==> src/rtl/idle_clk_seq_pkg.sv <==
package idle_clk_seq_pkg;

    typedef enum logic [2:0] {
        PRI_RUN     = 3'd0,
        RC_IDLE     = 3'd1,
        WAKE_WAIT   = 3'd2,
        RC_RUN      = 3'd3,
        SWITCH_BACK = 3'd4
    } seq_state_e;

    typedef struct packed {
        seq_state_e state;
        logic       int_stable;
        logic       pri_started;
    } seq_regs_t;

endpackage

==> src/rtl/idle_clk_seq_timer.sv <==
// Saturating run-length counter: done is high while run has been high
// for LIMIT consecutive edges; dropping run clears the count.
module idle_clk_seq_timer #(
    parameter int LIMIT = 16
) (
    input  logic clk,
    input  logic rst_n,
    input  logic run,
    output logic done
);
    generate
        if (LIMIT <= 0) begin : g_nodelay
            assign done = run;
        end else begin : g_count
            localparam int CW = $clog2(LIMIT + 1);
            localparam logic [CW-1:0] LIM = CW'(LIMIT);

            logic [CW-1:0] cnt_q;
            logic [CW-1:0] cnt_d;

            always_comb begin
                cnt_d = cnt_q;
                if (!run) begin
                    cnt_d = '0;
                end else if (cnt_q != LIM) begin
                    cnt_d = cnt_q + 1'b1;
                end
            end

            always_ff @(posedge clk) begin
                if (!rst_n) begin
                    cnt_q <= '0;
                end else begin
                    cnt_q <= cnt_d;
                end
            end

            assign done = run && (cnt_q == LIM);
        end
    endgenerate
endmodule

==> src/rtl/idle_clk_seq_dec.sv <==
// Decodes the sequencer state into clock and oscillator enables.
module idle_clk_seq_dec
    import idle_clk_seq_pkg::*;
(
    input  seq_state_e state,
    input  logic [2:0] freq_sel,
    input  logic       wdt_en,
    input  logic       fscm_en,
    output logic       cpu_clk_en,
    output logic       per_clk_en,
    output logic       use_int_clk,
    output logic       pri_osc_en,
    output logic       intosc_on,
    output logic       intrc_on
);
    logic on_internal;
    logic freq_nz;

    always_comb begin
        cpu_clk_en  = 1'b1;
        per_clk_en  = 1'b1;
        use_int_clk = 1'b0;
        pri_osc_en  = 1'b1;
        case (state)
            PRI_RUN: begin
                use_int_clk = 1'b0;
            end
            RC_IDLE: begin
                cpu_clk_en  = 1'b0;
                use_int_clk = 1'b1;
                pri_osc_en  = 1'b0;
            end
            WAKE_WAIT: begin
                cpu_clk_en  = 1'b0;
                use_int_clk = 1'b1;
            end
            RC_RUN: begin
                use_int_clk = 1'b1;
            end
            SWITCH_BACK: begin
                cpu_clk_en  = 1'b0;
                per_clk_en  = 1'b0;
                use_int_clk = 1'b0;
            end
            default: begin
                use_int_clk = 1'b0;
            end
        endcase
    end

    assign on_internal = (state != PRI_RUN);
    assign freq_nz     = |freq_sel;
    assign intosc_on   = on_internal && freq_nz;
    assign intrc_on    = wdt_en || fscm_en || (on_internal && !freq_nz);
endmodule

==> src/rtl/idle_clk_seq.sv <==
module idle_clk_seq
    import idle_clk_seq_pkg::*;
#(
    parameter int WAKE_CYC   = 320,
    parameter int SETTLE_CYC = 32000,
    parameter int PLL_CYC    = 64000
) (
    input  logic       clk,
    input  logic       rst_n,
    input  logic       sleep_exec,
    input  logic       idle_en,
    input  logic [1:0] src_sel,
    input  logic [2:0] freq_sel,
    input  logic       wake_evt,
    input  logic       pri_ready,
    input  logic       pll_used,
    input  logic       wdt_en,
    input  logic       fscm_en,
    output logic       cpu_clk_en,
    output logic       per_clk_en,
    output logic       use_int_clk,
    output logic       pri_osc_en,
    output logic       intosc_on,
    output logic       intrc_on,
    output logic       int_stable,
    output logic       pri_started
);
    seq_regs_t regs_q;
    seq_regs_t regs_d;

    logic idle_req;
    logic wake_done;
    logic settle_done;
    logic pll_done;
    logic pll_run;
    logic pri_go;

    idle_clk_seq_dec u_dec (
        .state       (regs_q.state),
        .freq_sel    (freq_sel),
        .wdt_en      (wdt_en),
        .fscm_en     (fscm_en),
        .cpu_clk_en  (cpu_clk_en),
        .per_clk_en  (per_clk_en),
        .use_int_clk (use_int_clk),
        .pri_osc_en  (pri_osc_en),
        .intosc_on   (intosc_on),
        .intrc_on    (intrc_on)
    );

    idle_clk_seq_timer #(.LIMIT(WAKE_CYC)) u_wake_tmr (
        .clk   (clk),
        .rst_n (rst_n),
        .run   (regs_q.state == WAKE_WAIT),
        .done  (wake_done)
    );

    idle_clk_seq_timer #(.LIMIT(SETTLE_CYC)) u_settle_tmr (
        .clk   (clk),
        .rst_n (rst_n),
        .run   (intosc_on),
        .done  (settle_done)
    );

    assign pll_run = (regs_q.state == RC_RUN) && pri_ready && pll_used;

    idle_clk_seq_timer #(.LIMIT(PLL_CYC)) u_pll_tmr (
        .clk   (clk),
        .rst_n (rst_n),
        .run   (pll_run),
        .done  (pll_done)
    );

    assign idle_req = sleep_exec && idle_en && src_sel[1];
    assign pri_go   = pri_ready && (!pll_used || pll_done);

    always_comb begin
        regs_d            = regs_q;
        regs_d.int_stable = intosc_on && settle_done;
        case (regs_q.state)
            PRI_RUN: begin
                if (idle_req) begin
                    regs_d.state       = RC_IDLE;
                    regs_d.pri_started = 1'b0;
                end
            end
            RC_IDLE: begin
                if (wake_evt) begin
                    regs_d.state = WAKE_WAIT;
                end
            end
            WAKE_WAIT: begin
                if (wake_done) begin
                    regs_d.state = RC_RUN;
                end
            end
            RC_RUN: begin
                if (idle_req) begin
                    regs_d.state       = RC_IDLE;
                    regs_d.pri_started = 1'b0;
                end else if (pri_go) begin
                    regs_d.state = SWITCH_BACK;
                end
            end
            SWITCH_BACK: begin
                regs_d.state       = PRI_RUN;
                regs_d.int_stable  = 1'b0;
                regs_d.pri_started = 1'b1;
            end
            default: begin
                regs_d.state = PRI_RUN;
            end
        endcase
    end

    always_ff @(posedge clk) begin
        if (!rst_n) begin
            regs_q.state       <= PRI_RUN;
            regs_q.int_stable  <= 1'b0;
            regs_q.pri_started <= 1'b1;
        end else begin
            regs_q <= regs_d;
        end
    end

    assign int_stable  = regs_q.int_stable;
    assign pri_started = regs_q.pri_started;
endmodule

==> config.mk <==
export PLATFORM = sky130hd
export DESIGN_NAME = idle_clk_seq
export DESIGN_NICKNAME = d
export VERILOG_FILES = /design/src/rtl/idle_clk_seq_pkg.sv /design/src/rtl/idle_clk_seq_timer.sv /design/src/rtl/idle_clk_seq_dec.sv /design/src/rtl/idle_clk_seq.sv
export SDC_FILE = /design/constraint.sdc
export NUM_CORES = 1
export LEC_CHECK = 0
export ABC_AREA = 1
export CORE_UTILIZATION = 55
export DETAILED_ROUTE_END_ITERATION = 6
export DONT_BUFFER_PORTS = 1
export HOLD_SLACK_MARGIN = 0.03
export PLACE_DENSITY = 0.7
export SETUP_SLACK_MARGIN = 0.3
export SYNTH_ARGS = -nofsm -noshare
export SYNTH_HDL_FRONTEND = slang
export SYNTH_SLANG_ARGS = --single-unit
==> constraint.sdc <==
create_clock -name clk -period 3.6 [get_ports clk]
set_clock_uncertainty 0.15 [all_clocks]
set_input_delay 0.18 -clock clk [delete_from_list [all_inputs] [get_ports clk]]
set_output_delay 0.18 -clock clk [all_outputs]
set_load 0.005 [all_outputs]
* After elaboration in Yosys (flattened, before gate mapping)
Cells that the tools add are included.
** Cells by class
- Multiplexer cells :: 12
- $lt $le $gt $ge :: 0
- Bitwise gates (word level) :: 1
- Equality and inequality tests :: 15
- Shift operators :: 0
- Reductions and logical operators :: 29
- $add $sub $neg :: 3
- Multiply operators :: 0
- Div/mod/pow operators :: 0
** Operators by type and width (number)
- adder 16 x 1 -> 16 bit, second input constant :: 1
- equality test 16 bit, second input constant :: 1
- inequality test 16 bit, second input constant :: 1
- adder 15 x 1 -> 15 bit, second input constant :: 1
- equality test 15 bit, second input constant :: 1
- 2-to-1 mux 3 bit :: 5
- inequality test 15 bit, second input constant :: 1
- case mux 3 bit (4 select lines) :: 1
- logical AND 1 bit :: 11
- adder 9 x 1 -> 9 bit, second input constant :: 1
- equality test 9 bit, second input constant :: 1
- inequality test 9 bit, second input constant :: 1
- OR reduction 3 bit :: 3
- AND reduction 2 bit :: 4
- equality test 3 x 2 -> 1 bit, second input constant :: 2
- inequality test 2 bit, second input constant :: 3
- 2-to-1 mux 1 bit :: 5
- AND reduction 4 bit :: 1
- OR reduction 2 bit :: 2
- equality test 3 x 1 -> 1 bit, second input constant :: 1
- equality test 3 bit, second input constant :: 1
- logical NOT 3 bit :: 1
- logical OR 1 bit :: 3
- inequality test 3 bit, second input constant :: 1
- 6 further kinds :: 7
** Word-level totals
- Bits in registers :: 45
- Memory bits (read-only) :: 0
- Logic and storage cells :: 66
- Output and inout bits :: 8
- Latch bits :: 0
- Bits in writable memories :: 0
- Memories kept :: 0
- Input bits :: 14

* Longest topological paths before layout
- Depth in word-level cells :: 9
- Mapped depth :: 10

* Cells and area by module
Synthesis repeated with hierarchy kept, for this count alone.
** Unflattened totals
- Cell total of the unflattened synthesis :: 462
- Area total of the unflattened synthesis :: 2846.5 um2
** Modules (own cells, without submodules)
- idle_clk_seq_timer at u_pll_tmr :: cells an instance 168, area an instance 1009.7 um2, instances 1, seq. area each 320.3 um2
- idle_clk_seq_timer at u_settle_tmr :: cells an instance 140, area an instance 868.3 um2, instances 1, seq. area each 300.3 um2
- idle_clk_seq_timer at u_wake_tmr :: cells an instance 81, area an instance 538.0 um2, instances 1, seq. area each 180.2 um2
- idle_clk_seq :: cells an instance 54, area an instance 342.8 um2, instances 1, seq. area each 100.1 um2
- idle_clk_seq_dec :: cells an instance 19, area an instance 87.6 um2, instances 1, seq. area each 0.0 um2

* Worst setup path before layout
No wires, ideal clock.
- Kind :: register -> register
- Start point :: reg u_settle_tmr.g_count.cnt_q[0]
- End point :: reg u_settle_tmr.g_count.cnt_q[14]
- Path buffers :: 0
- Data required time :: 3328 ps
- Clock period less this slack :: 1434 ps
- Slack :: 2166 ps
- Arrival time :: 1163 ps
- Cell stages (with the launch flop) :: 7
- Cell sequence :: dfxtp_1 -> ha_1 -> nand3_2 -> nor2_2 -> nand4_2 -> o21ai_0 -> a21oi_1
** Between the ends
- Longest elaborated chain between the ends :: 1
- Elaborated cells between the ends (all ways) :: 2
** RTL lines
- start: declaration :: line idle_clk_seq_timer.sv:18 : logic [CW-1:0] cnt_q;
- start signal: assignment :: line idle_clk_seq_timer.sv:34 : cnt_q <= cnt_d;
- adder 15 x 1 -> 15 bit / inequality test 15 bit (equally long branches) :: line idle_clk_seq_timer.sv:26, idle_clk_seq_timer.sv:25
Several ways; a longest one is shown, not always the timed one.
A chain may end at the register's enable or synchronous reset.

* Worst setup path in the final report
Same ends and word-level chain as after synthesis.

==> results <==
- The register-to-register setup slack is 1.95 ns.
- Counting cells, the worst reg-to-reg path comes to 6.
- For this run, the detailed router's first-pass iteration total came to 4.
- The number of cells in the finished layout apart from fillers is 387.
- The synthesized netlist devotes 3.33% of its cell area to adder and majority cells.
- The remaining global-route overflow is 0.
- After the first detailed-routing iteration, the DRC count stood at 110.
- The site row count is 22.
- The sequential element share of the synthesized area is 40.0%.
- The detailed-placement wirelength estimate is 3.16 mm.
- The worst slack at placement is 1.97 ns.
- The headroom to the max-slew limit is 75.6%.
- Summing the areas of all compound-gate instances in the mapped netlist gives 14.9% of the synthesized area.
- The pin count of the biggest net entering global routing is 15.
- The initial antenna violation count was 0.
- The final-report max-slew violation count is 0.
- The routed length per instance is 10.8 µm.
- Setup slack on the critical path of the routed design comes to 1.95 ns.
- On the worst path, the slowest cell contributes a delay of 0.40 ns.
- After filler insertion, the fill cell instance count of the layout stands at 372.
- The post-CTS setup repair buffer count is 0.
- At the pin with the least slew margin, the transition time is 0.363 ns.
- The endpoint arrival time on the critical path is 1.70 ns.
- The number of buffers created by CTS is 5.
- Global routing consumed, on the met2 layer, 34.8% of the routing resources.
- The cell area power density is 422 nW/µm².
- The shortest period the worst path allows is 1.65 ns.
- The clock tree synthesis step divided the H-tree into 2 levels.
- The synthesized instance count is 328.
- For met3 alone, demand over resource in global routing was 5.69%.
- The die area is 4360 µm².
- The routed layout has 2001 vias.
- The dominant combinational cell family by area after synthesis is simple AND/OR/NAND/NOR gates.
- The internal portion of the total power is 0.000707 W.
- The hold buffer count at cts is 4.
- The width of the chip is 66.0 µm.
- Dividing the detail-routed via count by the number of cells gives 5.17.
- The number of global-route vias before repair is 1844.
- The clock network is responsible for 30.3% of the overall power.
- In this run the tool buffered the top-level ports with 0 buffer cells.
- Static timing analysis puts the maximum clock frequency at 0.605 GHz.
- Across the run, the number of max-cap violations was 0.
- The synthesized netlist occupies a cell area of 2250 µm².
- The cell type group with the largest total delay on the critical path is simple AND/OR/NAND/NOR gates.
- Setup violations remaining at the end of the flow were counted as 0.
- Once the floorplan was initialized, standard cells occupied 59.4% of the core.
- The worst hold path begins at idle_en.
- The data required time at the worst endpoint is 3.65 ns.
- 22 I/O pins were placed.
- TritonCTS built the clock tree.
- For this run, the number of Yosys warnings is 0.
- The power share of the sequential group is 51.7%.
- The net switching fraction of the power is 31.1%.
- The final layout contains 358 nets.
- Measured against the total synthesized area, the mux share comes to 0%.
- For this block, the routed nets add up to 4.19 mm of wire.
- The clock drives 45 sinks.
- The worst setup path is captured at a register.
- The share of final-layout standard cells stronger than drive strength 1 is 7.37%.
- The switching power is 0.000319 W.
- The worst register-to-register path begins at u_settle_tmr.g_count.cnt_q[0].
- The worst hold path was traced through 3 stages.
- Setup repair after global routing left no endpoint under its margin.
- The y dimension of the die is 66.0 µm.
- The final hold violation count is 0.
- In this run the static leakage power is 0.885 nW.
- The worst setup path is launched from a register.
- After Yosys synthesis, and, or, nand and nor cells account for 31.7% of the synthesized area.
- Tracing the worst setup path back leads to its startpoint at u_settle_tmr.g_count.cnt_q[0].
- The run finished with clean final reports.
- The synthesis-to-layout area growth is 7.77%.
- The clock network latency to the later pin of the worst-skew pair is 0.30 ns.
- Counting both buffers and inverters, the worst setup path holds a total of 0.
- The area inside the core boundary is 3800 µm².
- The global routing's busiest layer is met2.
- The type of the worst setup path is register to register.
- The post-synth net total is 348.
- The period utilization is 45.9%.
- In this run the worst path has a maximum fanout of 6.
- Synthesis inferred 45 register bits.
- The endpoint identified for the worst register-to-register timing path is u_settle_tmr.g_count.cnt_q[14].
- The clock input transition at the sequential cells of the worst setup and hold paths is 0.09 ns.
- The antenna diode instance count is 0.
- Gates resized during post-CTS repair numbered 0.
- The sink of the worst hold path is pri_started.
- The synthesized netlist devotes 0% of its cell area to XOR and XNOR gates.
- Traced cell by cell, the critical path runs through ha_1 > nand3_2 > nor2_2 > nand4_2 > o21ai_0 > a21oi_1.
- The cell with the largest stage delay on the worst path is sky130_fd_sc_hd__dfxtp_1.
- The number of buffers on the longest clock path is 2.
- In this run the clock root is driven by a sky130_fd_sc_hd__clkbuf_8.
- The remaining number of nets flagged by the antenna check after routing is 0.
- The worst-case IR drop observed on VDD is 250 µV.
- The overall track demand over capacity in global routing is 23.0%.
- The weighted congestion at the end of routability-driven global placement is 0.793.
- The residual DRC count is 0.
- After layout, the design draws a total of 0.00103 W.
- Setup total negative slack on the finished layout was measured at 0 ns.
- The unique cell type count in the Yosys netlist is 27.
- The number of placed instances with taps included is 375.
- The tightest min-delay check is of the input port to register type.
- The mean area per synthesized cell is 6.87 µm².
- Per report_power, the combinational group accounts for 18.1% of the total.
- The met1 routing resource usage after global routing is 31.7%.
- On the final layout, the worst hold slack is 0.0821 ns.
- The wire length of the first global-routing pass is 7.73 mm.
==> cell type report <==
type	count	area (µm²)	area share, %
clock buffers	5	68.8	2.83
clock inverters	3	17.5	0.721
inverters	58	218	8.96
multi-input cells	224	1120	46.3
flip-flops and latches	45	901	37.1
well taps	48	60.1	2.47
repair buffers	4	40.0	1.65
==> Yosys cell counts, drive strengths merged <==
cell type	instances	area [µm²]
nor3	20	100
nand3b	1	7.51
nor2	52	223
nand2	50	193
or2	1	6.26
nand4	6	43.8
a31oi	3	18.8
ha	6	75.1
inv	58	218
o211ai	1	7.51
nand3	20	110
buf	1	11.3
dfxtp	45	901
a21oi	32	164
a211oi	2	15.0
nor3b	1	12.5
and2	1	6.26
o21ai	26	130
nor4	2	12.5
==> layer usage <==
| layer | share of wire (%) | up-vias |
|---|---|---|
| li1 | - | 1083 |
| met1 | 52 | 864 |
| met2 | 42 | 46 |
| met3 | 4.9 | 8 |
| met4 | 1.4 | 0 |
| met5 | 0 | - |
==> kinds of logic (layout without fill, tap and decap cells) <==
group                    after synthesis  in the layout
buffers and inverters                 59             70
adder cells (fa/ha/maj)                6              6
flip-flops                            45             45
AND/OR/NAND/NOR                      154            154
AO/OA/AOI/OAI                         64             64
==> worst max path at each step <==
stage | endpoint | slack [ns] | cells past startpoint
after floorplan | u_settle_tmr.g_count.cnt_q[14] | 2.17 | 6
after detailed placement | u_settle_tmr.g_count.cnt_q[14] | 1.97 | 6
after global placement | u_settle_tmr.g_count.cnt_q[14] | 2.00 | 6
after global routing | u_settle_tmr.g_count.cnt_q[12] | 1.76 | 7
final | u_settle_tmr.g_count.cnt_q[14] | 1.95 | 6
after CTS | u_settle_tmr.g_count.cnt_q[14] | 1.95 | 6
==> worst register-to-register path, stage by stage (launching register included) <==
cell and delay, ns:
sky130_fd_sc_hd__dfxtp_1 0.40, sky130_fd_sc_hd__ha_1 0.23, sky130_fd_sc_hd__nand3_2 0.12, sky130_fd_sc_hd__nor2_2 0.21, sky130_fd_sc_hd__nand4_2 0.17, sky130_fd_sc_hd__o21ai_0 0.19
sky130_fd_sc_hd__a21oi_1 0.08
==> per-stage QoR <==
step	util, %	cell area, µm²
final	64.0	2430
after global routing	64.0	2430
after CTS	64.0	2430
after detailed placement	60.6	2300
after global placement	60.6	2300
after floorplan	-	2250
==> state kept, by name (all words and copies together), names as in the netlist <==
name and count:
int_stable 1, pri_started 1, regs_q 3, u_pll_tmr.g_count.cnt_q 16
u_settle_tmr.g_count.cnt_q 15, u_wake_tmr.g_count.cnt_q 9
==> cells in the final DEF, fill, tap and decap left out, drive strengths merged, types with 2 or more instances in the layout <==
cell type | synthesis | layout
nand2 | 50 | 50
nor4 | 2 | 2
a211oi | 2 | 2
dlygate4sd3 | 0 | 4
clkbuf | 0 | 5
nand4 | 6 | 6
nor3 | 20 | 20
nand3 | 20 | 20
inv | 58 | 58
dfxtp | 45 | 45
ha | 6 | 6
clkinv | 0 | 2
nor2 | 52 | 52
o21ai | 26 | 26
a21oi | 32 | 32
a31oi | 3 | 3
==> power groups by stage <==
stage               clock network, W  logic, W  registers, W
CTS                         0.000325  0.000186      0.000530
finish                      0.000311  0.000185      0.000530
global route                0.000340  0.000212      0.000533
floorplan                          0  0.000156      0.000537
global placement                   0  0.000181      0.000541
detailed placement                 0  0.000182      0.000541
No activity file was read; power rests on OpenSTA's default activity.
